## src/rtl/exc_entry_pkg.sv

```systemverilog
package exc_entry_pkg;
  localparam int MSR_W  = 32;
  localparam int SAVE_W = MSR_W / 2;

  // big-endian bit positions of the named machine state fields
  localparam int BE_POW  = 13;
  localparam int BE_TGPR = 14;
  localparam int BE_ILE  = 15;
  localparam int BE_EE   = 16;
  localparam int BE_PR   = 17;
  localparam int BE_FP   = 18;
  localparam int BE_ME   = 19;
  localparam int BE_FE0  = 20;
  localparam int BE_SE   = 21;
  localparam int BE_BE   = 22;
  localparam int BE_FE1  = 23;
  localparam int BE_IP   = 25;
  localparam int BE_IR   = 26;
  localparam int BE_DR   = 27;
  localparam int BE_RI   = 30;
  localparam int BE_LE   = 31;

  function automatic int leIdx(input int be);
    return MSR_W - 1 - be;
  endfunction

  typedef enum logic [1:0] {BIT_KEEP, BIT_CLEAR, BIT_FROM_ILE} bitAct_t;

  function automatic bitAct_t bitAction(input int idx);
    int be;
    be = leIdx(idx);
    if (be == BE_LE) return BIT_FROM_ILE;
    if (be == BE_POW || be == BE_TGPR || be == BE_EE || be == BE_PR ||
        be == BE_FP  || be == BE_FE0  || be == BE_SE || be == BE_BE ||
        be == BE_FE1 || be == BE_IR   || be == BE_DR || be == BE_RI)
      return BIT_CLEAR;
    return BIT_KEEP;
  endfunction

  typedef struct packed {
    logic loadState;
    logic loadRedir;
  } entryCtl_t;
endpackage

```

## src/rtl/exc_entry_ctrl.sv

```systemverilog
module exc_entry_ctrl
  import exc_entry_pkg::*;
(
  input  logic      clk,
  input  logic      rstN,
  input  logic      takeExc,
  output entryCtl_t ctl,
  output logic      redirValid
);
  logic validQ;

  always_comb begin
    ctl.loadState = takeExc;
    ctl.loadRedir = takeExc;
  end

  always_ff @(posedge clk or negedge rstN) begin
    if (!rstN) validQ <= 1'b0;
    else       validQ <= takeExc;
  end

  assign redirValid = validQ;
endmodule

```

## src/rtl/exc_entry_dpath.sv

```systemverilog
module exc_entry_dpath
  import exc_entry_pkg::*;
#(
  parameter int              ADDR_W  = 32,
  parameter int              VEC_W   = 20,
  parameter logic [ADDR_W-1:0] BASE_HI = 32'hFFF0_0000,
  parameter logic [ADDR_W-1:0] BASE_LO = 32'h0000_0000
) (
  input  logic              clk,
  input  logic              rstN,
  input  entryCtl_t         ctl,
  input  logic [VEC_W-1:0]  vecOffset,
  input  logic [ADDR_W-1:0] retAddr,
  input  logic [MSR_W-1:0]  msrIn,
  output logic [MSR_W-1:0]  msrOut,
  output logic [ADDR_W-1:0] srr0,
  output logic [MSR_W-1:0]  srr1,
  output logic [ADDR_W-1:0] redirAddr
);
  localparam int ILE_I = leIdx(BE_ILE);
  localparam int IP_I  = leIdx(BE_IP);
  localparam int PAD_W = ADDR_W - VEC_W;

  logic [MSR_W-1:0]  nextMsr;
  logic [MSR_W-1:0]  nextSrr1;
  logic [ADDR_W-1:0] nextRedir;
  logic [ADDR_W-1:0] base;

  for (genvar i = 0; i < MSR_W; i++) begin : g_bit
    localparam bitAct_t ACT = bitAction(i);
    if (ACT == BIT_CLEAR) begin : g_clr
      assign nextMsr[i] = 1'b0;
    end else if (ACT == BIT_FROM_ILE) begin : g_ile
      assign nextMsr[i] = msrIn[ILE_I];
    end else begin : g_keep
      assign nextMsr[i] = msrIn[i];
    end
  end

  assign nextSrr1  = {{(MSR_W-SAVE_W){1'b0}}, msrIn[SAVE_W-1:0]};
  assign base      = msrIn[IP_I] ? BASE_HI : BASE_LO;
  assign nextRedir = base + {{PAD_W{1'b0}}, vecOffset};

  always_ff @(posedge clk or negedge rstN) begin
    if (!rstN) begin
      msrOut <= '0;
      srr0   <= '0;
      srr1   <= '0;
    end else if (ctl.loadState) begin
      msrOut <= nextMsr;
      srr0   <= retAddr;
      srr1   <= nextSrr1;
    end
  end

  always_ff @(posedge clk or negedge rstN) begin
    if (!rstN)              redirAddr <= '0;
    else if (ctl.loadRedir) redirAddr <= nextRedir;
  end
endmodule

```

## src/rtl/exc_entry_save.sv

```systemverilog
module exc_entry_save
  import exc_entry_pkg::*;
#(
  parameter int              ADDR_W  = 32,
  parameter int              VEC_W   = 20,
  parameter logic [ADDR_W-1:0] BASE_HI = 32'hFFF0_0000,
  parameter logic [ADDR_W-1:0] BASE_LO = 32'h0000_0000
) (
  input  logic              clk,
  input  logic              rstN,
  input  logic              takeExc,
  input  logic [VEC_W-1:0]  vecOffset,
  input  logic [ADDR_W-1:0] retAddr,
  input  logic [31:0]       msrIn,
  output logic [31:0]       msrOut,
  output logic [ADDR_W-1:0] srr0,
  output logic [31:0]       srr1,
  output logic [ADDR_W-1:0] redirAddr,
  output logic              redirValid
);
  entryCtl_t ctl;

  exc_entry_ctrl ctrl_i (
    .clk(clk), .rstN(rstN), .takeExc(takeExc),
    .ctl(ctl), .redirValid(redirValid)
  );

  exc_entry_dpath #(
    .ADDR_W(ADDR_W), .VEC_W(VEC_W), .BASE_HI(BASE_HI), .BASE_LO(BASE_LO)
  ) dpath_i (
    .clk(clk), .rstN(rstN), .ctl(ctl), .vecOffset(vecOffset),
    .retAddr(retAddr), .msrIn(msrIn), .msrOut(msrOut), .srr0(srr0),
    .srr1(srr1), .redirAddr(redirAddr)
  );
endmodule

```

## config.mk

```make
export PLATFORM = sky130hd
export DESIGN_NAME = exc_entry_save
export DESIGN_NICKNAME = d
export VERILOG_FILES = /design/src/rtl/exc_entry_pkg.sv /design/src/rtl/exc_entry_ctrl.sv /design/src/rtl/exc_entry_dpath.sv /design/src/rtl/exc_entry_save.sv
export SDC_FILE = /design/constraint.sdc
export NUM_CORES = 1
export LEC_CHECK = 0
export BUFFER_PORTS_ARGS = -buffer_cell sky130_fd_sc_hd__buf_2
export CORE_ASPECT_RATIO = 1.4
export CORE_MARGIN = 4
export CORE_UTILIZATION = 44
export DETAILED_ROUTE_END_ITERATION = 10
export PLACE_DENSITY = 0.89
export REMOVE_ABC_BUFFERS = 1
export SLEW_MARGIN = 20
export SYNTH_ARGS = -nofsm -noshare
export SYNTH_HDL_FRONTEND = slang
export SYNTH_SLANG_ARGS = --single-unit
```

## constraint.sdc

```tcl
create_clock -name clk -period 1 [get_ports clk]
set_input_delay 0.15 -clock clk [delete_from_list [all_inputs] [get_ports clk]]
set_output_delay 0.15 -clock clk [all_outputs]
set_load 0.05 [all_outputs]
```

* Word level (Yosys, flattened, before mapping) *
Index checks and enable logic that the tools add are counted.

word-level totals
  bits of input ports = 87
  logic and storage cells = 7
  bits in registers = 101
  output and inout port bits = 129

cells by class
  muxes and demuxes = 1
  add/sub/neg operators = 1

operators with widths
  cell                                       count
  32-bit by 20-bit adder with 32-bit output  1
  32-bit two-way mux                         1

* Longest topological paths before layout *
Gate-level depths: netlist (run 1).

  depth in word-level cells = 2
  mapped depth = 3
  gate-level depth less buffers = 1

* Cells and area by module *
Synthesis (run 1) repeated with hierarchy kept, for this count alone.

unflattened totals
  cells, all modules = 224
  area total of the unflattened synthesis = 3764.9 µm²

by module, submodules not included
  module           times used  cells an instance  area an instance (µm²)
  exc_entry_dpath  1           221                3724.8
  exc_entry_ctrl   1           3                  40.0

* Worst setup path before layout (run 1) *
Ideal clock, no wire load.

  path kind = register to output
  from = reg, netlist name dpath_i.redirAddr[30]
  to = out redirAddr[20]
  required time = 0.850 ns
  cell stages (with the launch flop) = 2
  arrival = 1.117 ns
  setup slack = -0.267 ns
  path through = dfrtp_1 -> buf_4

RTL lines
  what       line                  RTL
  to (decl)  exc_entry_save.sv:18  output logic [ADDR_W-1:0] redirAddr,

==> results of run 1 <==
cell type report:
| cell class | count | area share, % |
|---|---|---|
| clock buffer | 11 | 4.06 |
| timing repair buffer | 246 | 35.1 |
| multi-input combinational | 110 | 22.2 |
| tap | 105 | 2.20 |
| clock inverter | 5 | 1.68 |
| sequential | 83 | 34.8 |
layout by cell type, fill, tap and decap left out:
cell and n:
clkbuf_16 9, clkbuf_1 1, conb_1 28, buf_2 82
buf_6 98, clkbuf_8 1, mux2_2 2, dlygate4sd3_1 1
dfrtp_2 1, dfrtp_1 82, buf_4 56, bufinv_16 3
buf_12 3, mux2_4 80, clkinv_2 2, buf_8 6
path summary, 6_finish.rpt:
kind | endpoint | startpoint | depth (start not counted)
max in group asynchronous | dpath_i.redirAddr[30] | rstN | 3
min in group asynchronous | dpath_i.srr0[10] | rstN | 3
hold reg to reg | dpath_i.srr0[11] | dpath_i.srr0[11] | 1
setup reg to reg | dpath_i.srr0[25] | dpath_i.srr0[25] | 3
hold / removal | dpath_i.msrOut[12] | msrIn[12] | 2
setup / recovery | redirAddr[26] | dpath_i.redirAddr[30] | 2
power by group through the flow:
stage	Clock [mW]	Sequential [mW]	Combinational (mW)
after floorplan	0	5.40	0.772
after global placement	0	3.94	3.07
after detailed placement	0	3.95	3.12
after CTS	3.83	3.97	3.85
after global routing	3.98	4.02	4.17
final	3.75	3.98	4.02
sequential cells by signal, summed over array words and instances, names as in the netlist:
signal	cells
dpath_i.redirAddr	21
dpath_i.msrOut	18
dpath_i.srr0	32
ctrl_i.redirValid	1
dpath_i.srr1	11
logic make-up after synthesis:
logic type             after synthesis  share of synthesized area, %
other                                1                        0.0981
buffers and inverters               55                          13.5
muxes                               82                          32.0
DFF                                 83                          54.4
layer usage:
layer | up-vias | wire length, um | GRT usage (%) | part of all wire [%]
li1 | 1131 | - | - | -
met1 | 1222 | 3320 | 20.1 | 33
met2 | 143 | 5520 | 34.5 | 55
met3 | 22 | 813 | 5.37 | 8.2
met4 | 0 | 289 | 9.36 | 2.9
met5 | - | 0 | 0 | 0
timing repair:
| item | in CTS | in global routing |
|---|---|---|
| endpoints found under the hold margin | 83 | 0 |
| setup buffers | 28 | 24 |
| cloned | 0 | 0 |
| hold buffers | 1 | 0 |
| resized for setup | 211 | 2 |
| setup endpoints to repair | 101 | 101 |
==> impl_metrics.ini, run 1 <==
[power_and_ir_drop]
p_switching_mw = 3.87
swShare_pct = 32.9
fin_total_pwr_mw = 11.7
pwr-share-clk_pct = 31.9
p_comb_share_pct = 34.2
power.density_nw_per_um2 = 1970
peakVddDrop_v = 0.00125
power_frac_seq_pct = 33.9
p_int_mw = 7.88
p_leak_nw = 3.16

[logic_synthesis]
yosys_most_used_dff = dfrtp_1
ys_ff_latch = 83
ys_warn_count = 0
syn_area_per_cell_um2 = 17.3
synth_area_um2 = 3820
yosys-top-cells-count = dfrtp_1, mux2_4, buf_4
synthCells = 221
synth_top_area_share_pct = 54.4
synth_area_leaders = dfrtp_1, mux2_4, buf_4
synth_top_cell_by_area = dfrtp_1
synthArstFlopShare_pct = 100
synth.most_common_cell = dfrtp_1
ys_seq_area_share_pct = 54.4
synth_edf_count = 0
synth_cell_type_count = 7

[placement]
place_congestion = 0.717
io_buffers = 185
post-place-ws_ns = -0.0395
place_inst = 491
dp_hpwl_um = 5960
dpl_cell_area_um2 = 4570

[outcome]
failed_checks = setup timing
status = complete, but fails checks

[sta]
layout_min_cycle_time_ns = 1.20
rsz0062_at_grt = yes
setup_viol = 99
setup_tns_ns = -5.60
maxSlewViolCount = 0
hold_viol = 0
hold_ws_ns = 0.0543
period_share_pct = 120
worst_slack_ns = -0.202
fin_skew_ns = 0
clock.fmax_ghz = 0.832

[setup_path]
cp.arrival_ns = 1.05
reg2reg_setup_slack_ns = 0.01
slowest_delay_ns = 0.42
crit_fanout = 8
critPathRequiredTime_ns = 0.85
cp-end-kind = output pin
cp.buffers_inverters = 2
cpMostUsedCell = buf_6
slowest_stage = dfrtp_2
cp-start-kind = flip-flop
crit_type = reg2out
cp_cell_sequence = buf_6 -> buf_6
path_delay_family = flip-flops

[detailed_routing]
wl_per_cell_um = 17.8
vias_per_cell = 4.50
drtAntennaViolNets = 0
drc = 0
vias = 2518
drt-pass1-iter-count = 2
drtIter0Drc = 55
routed_wl_um = 9940

[cts]
numCtsBuffers = 9
clockRootBuffer = clkbuf_16
worstSkewPairLatency_ns = 0.32
clkTransAtPathRegs_ns = 0.06
clock_sink_count = 83
h-tree-depth = 3
clockBufferDepth = 2
cts_tree = built

[global_routing]
grt_pass1_vias = 2905
antenna_found_initial = 0
grt-ovfl-total = 0
grt_first_pass_wirelength_um = 15100
track_usage_pct = 19.3
grt_max_degree = 84

[die]
die_w_um = 86.8
initial_utilization_pct = 44.9
fp.coreArea_um2 = 8510
dieArea_um2 = 10300
die-height_um = 118
rows = 40
io-pin-count = 216

[final_layout]
utilization_pct = 70.2
fin_area_um2 = 5980
final_nets = 537
area_growth_pct = 56.4
diodes = 0
fin_cells = 560
num-fill-cells = 549
multi_input_area_um2 = 1330
layout-drive-gt1-share_pct = 75.4
regArea_um2 = 2080

[worst_hold_path]
hold_class = in2reg

[flow_run]
cap_viol_max_count = 0
No activity file was read; power rests on OpenSTA's default activity.
==> run 2, diff against run 1 <==
--- a/config.mk
+++ b/config.mk
@@ -5,12 +5,12 @@
 export SDC_FILE = /design/constraint.sdc
 export NUM_CORES = 1
 export LEC_CHECK = 0
-export BUFFER_PORTS_ARGS = -buffer_cell sky130_fd_sc_hd__buf_2
 export CORE_ASPECT_RATIO = 1.4
 export CORE_MARGIN = 4
-export CORE_UTILIZATION = 44
+export CORE_UTILIZATION = 63
 export DETAILED_ROUTE_END_ITERATION = 10
-export PLACE_DENSITY = 0.89
+export DONT_BUFFER_PORTS = 1
+export PLACE_DENSITY = 0.88
 export REMOVE_ABC_BUFFERS = 1
 export SLEW_MARGIN = 20
 export SYNTH_ARGS = -nofsm -noshare
==> impl_metrics.ini, run 2 <==
[logic_synthesis]
yosys_most_used_dff = dfrtp_1
yosys-top-cells-count = dfrtp_1, mux2_4, buf_4
syn_area_per_cell_um2 = 17.3
synth_area_um2 = 3820
synth_top_area_share_pct = 54.4
synth_cell_type_count = 7
ys_seq_area_share_pct = 54.4
synth.most_common_cell = dfrtp_1
synth_edf_count = 0
synthArstFlopShare_pct = 100
ys_ff_latch = 83
synth_top_cell_by_area = dfrtp_1
ys_warn_count = 0
synth_area_leaders = dfrtp_1, mux2_4, buf_4
synthCells = 221

[placement]
place_congestion = 0.764
io_buffers = 0
dp_hpwl_um = 5590

[die]
rows = 33
initial_utilization_pct = 65.2
io-pin-count = 216
die_w_um = 73.8
die-height_um = 100

[outcome]
error_line = [ERROR DPL-0033] detailed placement checks failed during check placement.
status = aborted with a tool error
haltStage = 4_1_cts

[cts]
clockBufferDepth = 2
numCtsBuffers = 9
cts-hold-fix-buffers = 82
cts_resized = 79
h-tree-depth = 3
clockRootBuffer = clkbuf_8
clock_sink_count = 83
cts_setup_buffers = 36
-- run 2: cell counts after synthesis --
Identical to the previous run, type by type.
-- run 2: stage by stage --
stage          instance area [um^2]  worst slack, ns  std cells  utilization [%]
2_1_floorplan                  3410            -4.15        193                -
3_3_place_gp                   4220         -0.00875        348             71.9
3_5_place_dp                   4220          -0.0155        348             71.9
-- run 2: logic make-up after synthesis --
family	Yosys count	share of synthesized area, %
DFF	83	54.4
muxes	82	32.0
other	1	0.0981
buffers and inverters	55	13.5
==> run 3, diff against run 2 <==
--- a/config.mk
+++ b/config.mk
@@ -5,12 +5,11 @@
 export SDC_FILE = /design/constraint.sdc
 export NUM_CORES = 1
 export LEC_CHECK = 0
-export CORE_ASPECT_RATIO = 1.4
 export CORE_MARGIN = 4
-export CORE_UTILIZATION = 63
+export CORE_UTILIZATION = 40
 export DETAILED_ROUTE_END_ITERATION = 10
 export DONT_BUFFER_PORTS = 1
-export PLACE_DENSITY = 0.88
+export PLACE_DENSITY_LB_ADDON = 0.15
 export REMOVE_ABC_BUFFERS = 1
 export SLEW_MARGIN = 20
 export SYNTH_ARGS = -nofsm -noshare
==> impl_metrics.ini, run 3 (same netlist as run 1, synthesis figures left out) <==
[detailed_routing]
vias = 2359
vias_per_cell = 4.22
routed_wl_um = 9020
drtAntennaViolNets = 0
drc = 0
drt-pass1-iter-count = 6
drtIter0Drc = 56
wl_per_cell_um = 16.1

[setup_path]
r2r_end = dpath_i.redirAddr[30]
reg2reg_depth = 2
crit_start = dpath_i.redirAddr[30]
reg2reg_setup_slack_ns = -0.04
cp-end-kind = output pin
cp_cell_sequence = buf_16
critPathRequiredTime_ns = 0.85
slowest_stage = dfrtp_4
crit_type = reg2out
crit_fanout = 10
cp.arrival_ns = 1.25
cp-endpoint = redirAddr[20]
path_delay_family = flip-flops
crit_cells = 1
worstReg2RegStart = dpath_i.redirAddr[30]
slowest_delay_ns = 0.45
cp.buffers_inverters = 1
cp-start-kind = flip-flop

[power_and_ir_drop]
fin_total_pwr_mw = 9.98
p_leak_nw = 2.95
peakVddDrop_v = 0.000995
power.density_nw_per_um2 = 1660

[cts]
clock_sink_count = 83
clockRootBuffer = clkbuf_8
clkTransAtPathRegs_ns = 0.09
h-tree-depth = 3
numCtsBuffers = 9
cts_tree = built
cts-hold-fix-buffers = 82
worstSkewPairLatency_ns = 0.35
clockBufferDepth = 2

[sta]
worst_slack_ns = -0.399
maxSlewViolCount = 0
rsz0062_at_grt = yes
period_share_pct = 140
hold_ws_ns = -0.518
layout_min_cycle_time_ns = 1.40
clock.fmax_ghz = 0.715
hold_viol = 108
fin_skew_ns = 0
setup_tns_ns = -10.51
setup_viol = 108

[final_layout]
layout-drive-gt1-share_pct = 55.3
top_register = dpath_i.srr0
diodes = 0
final_cell_mix = dfrtp_1, dlygate4sd3_1, buf_6, mux2_4, buf_4
final_nets = 512
reg.largest.list = dpath_i.srr0 (32), dpath_i.redirAddr (21), dpath_i.msrOut (18)
largest_reg_flops = 32
area_growth_pct = 57.2
num-fill-cells = 639

[placement]
place_congestion = 0.678
dp_hpwl_um = 5060
io_buffers = 0

[die]
io-pin-count = 216
rows = 35
die_w_um = 106
die-height_um = 106
dieArea_um2 = 11200
fp.coreArea_um2 = 9280
initial_utilization_pct = 41.2

[global_routing]
use_met2_pct = 26.4
use_met1_pct = 17.8
grt_first_pass_wirelength_um = 13500
track_usage_pct = 15.3
grt_max_degree = 84
grt-ovfl-total = 0
grt-busiest-layer = met2
antenna_found_initial = 0
grt_pass1_vias = 2583
grtUsageMet3_pct = 5.21

[outcome]
failed_checks = hold timing, setup timing
status = complete, but fails checks

[flow_run]
cap_viol_max_count = 0

[worst_hold_path]
hold_class = in2async
run 3: worst min path at each step:
stage | start | end | slack [ns] | cells past startpoint
5_1_grt | rstN | dpath_i.redirAddr[18] | -0.55 | 0
3_3_place_gp | rstN | dpath_i.srr1[8] | -0.14 | 0
3_5_place_dp | rstN | dpath_i.srr1[8] | -0.14 | 0
2_1_floorplan | rstN | ctrl_i.redirValid | -0.15 | 0
6_report | rstN | dpath_i.srr1[8] | -0.52 | 0
4_1_cts | rstN | dpath_i.redirAddr[18] | -0.53 | 0
run 3: repair_timing:
action	in CTS	in global routing
resized for setup	79	2
hold endpoints to repair	166	166
setup endpoints to repair	102	102
buffers inserted	25	28
run 3: per-layer routing:
metal  vias up  part of all wire [%]  wire (um)
li1       1075                     -          -
met1      1145                    38       3470
met2       126                    52       4670
met3        13                   7.9        711
met4         0                   1.8        162
met5         -                     0          0
run 3: power breakdown:
group          leakage, nW  switching (mW)  total, mW  internal [mW]
Clock               0.0855            1.24       2.23          0.991
Combinational         1.90            2.13       3.79           1.66
Sequential           0.970           0.271       3.96           3.69
Total                 2.95            3.64       9.98           6.34
run 3: layout make-up:
type | count | area [um^2] | area share [%]
clock inverter | 6 | 48.8 | 0.812
clock buffer | 10 | 138 | 2.29
sequential | 83 | 2080 | 34.6
tap | 129 | 161 | 2.69
multi-input combinational | 110 | 1330 | 22.1
timing repair buffer | 221 | 2250 | 37.5
run 3: stage by stage:
| step | hold WS (ns) | instance area, um^2 | util [%] | std cells | worst slack (ns) |
|---|---|---|---|---|---|
| after detailed placement | -0.143 | 4300 | 46.3 | 408 | -0.0266 |
| after global placement | -0.143 | 4300 | 46.3 | 408 | -0.0149 |
| after CTS | -0.533 | 5790 | 62.4 | 531 | -0.410 |
| after floorplan | -0.146 | 3410 | - | 193 | -4.15 |
| final | -0.518 | 6010 | 64.7 | 559 | -0.399 |
| after global routing | -0.551 | 6010 | 64.7 | 559 | -0.445 |
==> run 4, diff against run 3 <==
==> constraint.sdc (replaced) <==
create_clock -name clk -period 1.65 [get_ports clk]
set_input_delay 0.165 -clock clk [delete_from_list [all_inputs] [get_ports clk]]
set_output_delay 0.165 -clock clk [all_outputs]
set_load 0.05 [all_outputs]
==> impl_metrics.ini, run 4 <==
[logic_synthesis]
synth_top_family_by_area = multiplexers
synth_cell_type_count = 7
yosys-top-cells-count = dfrtp_1, mux2_4, buf_4
synthArstFlopShare_pct = 100
ys_warn_count = 0
synth.most_common_cell = dfrtp_1
synth_compound_area_share_pct = 0
synth-simple-area-share_pct = 0
ys_seq_area_share_pct = 54.4
synth_top_area_share_pct = 54.4
ys_ff_latch = 83
yosys_most_used_dff = dfrtp_1
syn_area_per_cell_um2 = 17.3
synthXorXnorAreaFrac_pct = 0
synthCells = 221
synth_area_um2 = 3820
synthAdderAreaFrac_pct = 0
synth.mux.area_fraction_pct = 32.0
synth_top_cell_by_area = dfrtp_1
synth_area_leaders = dfrtp_1, mux2_4, buf_4
synth_edf_count = 0

[die]
initial_utilization_pct = 41.2
rows = 35
die-height_um = 106
die_w_um = 106
io-pin-count = 216

[outcome]
error_line = [ERROR RSZ-0060] Max buffer count reached.
status = aborted with a tool error
haltStage = 4_1_cts

[placement]
dpl_cell_area_um2 = 3650
dp_hpwl_um = 4720
io_buffers = 0
place_congestion = 0.668

[cts]
h-tree-depth = 3
clockRootBuffer = clkbuf_8
clockBufferDepth = 2
cts_setup_buffers = 0
clock_sink_count = 83
cts-hold-fix-buffers = 102
numCtsBuffers = 9
cts_resized = 0
==> run 4: cell counts after synthesis <==
Identical to the previous run, type by type.
==> run 4: cell families after synthesis <==
kind of cell	after synthesis
buffers and inverters	55
muxes	82
other	1
DFF	83
==> run 4: stage by stage <==
stage	TNS, ns	hold slack (ns)	cells	setup slack [ns]
after floorplan	-45.30	-0.131	193	-3.50
after global placement	0	-0.128	330	0.602
after detailed placement	0	-0.128	330	0.601
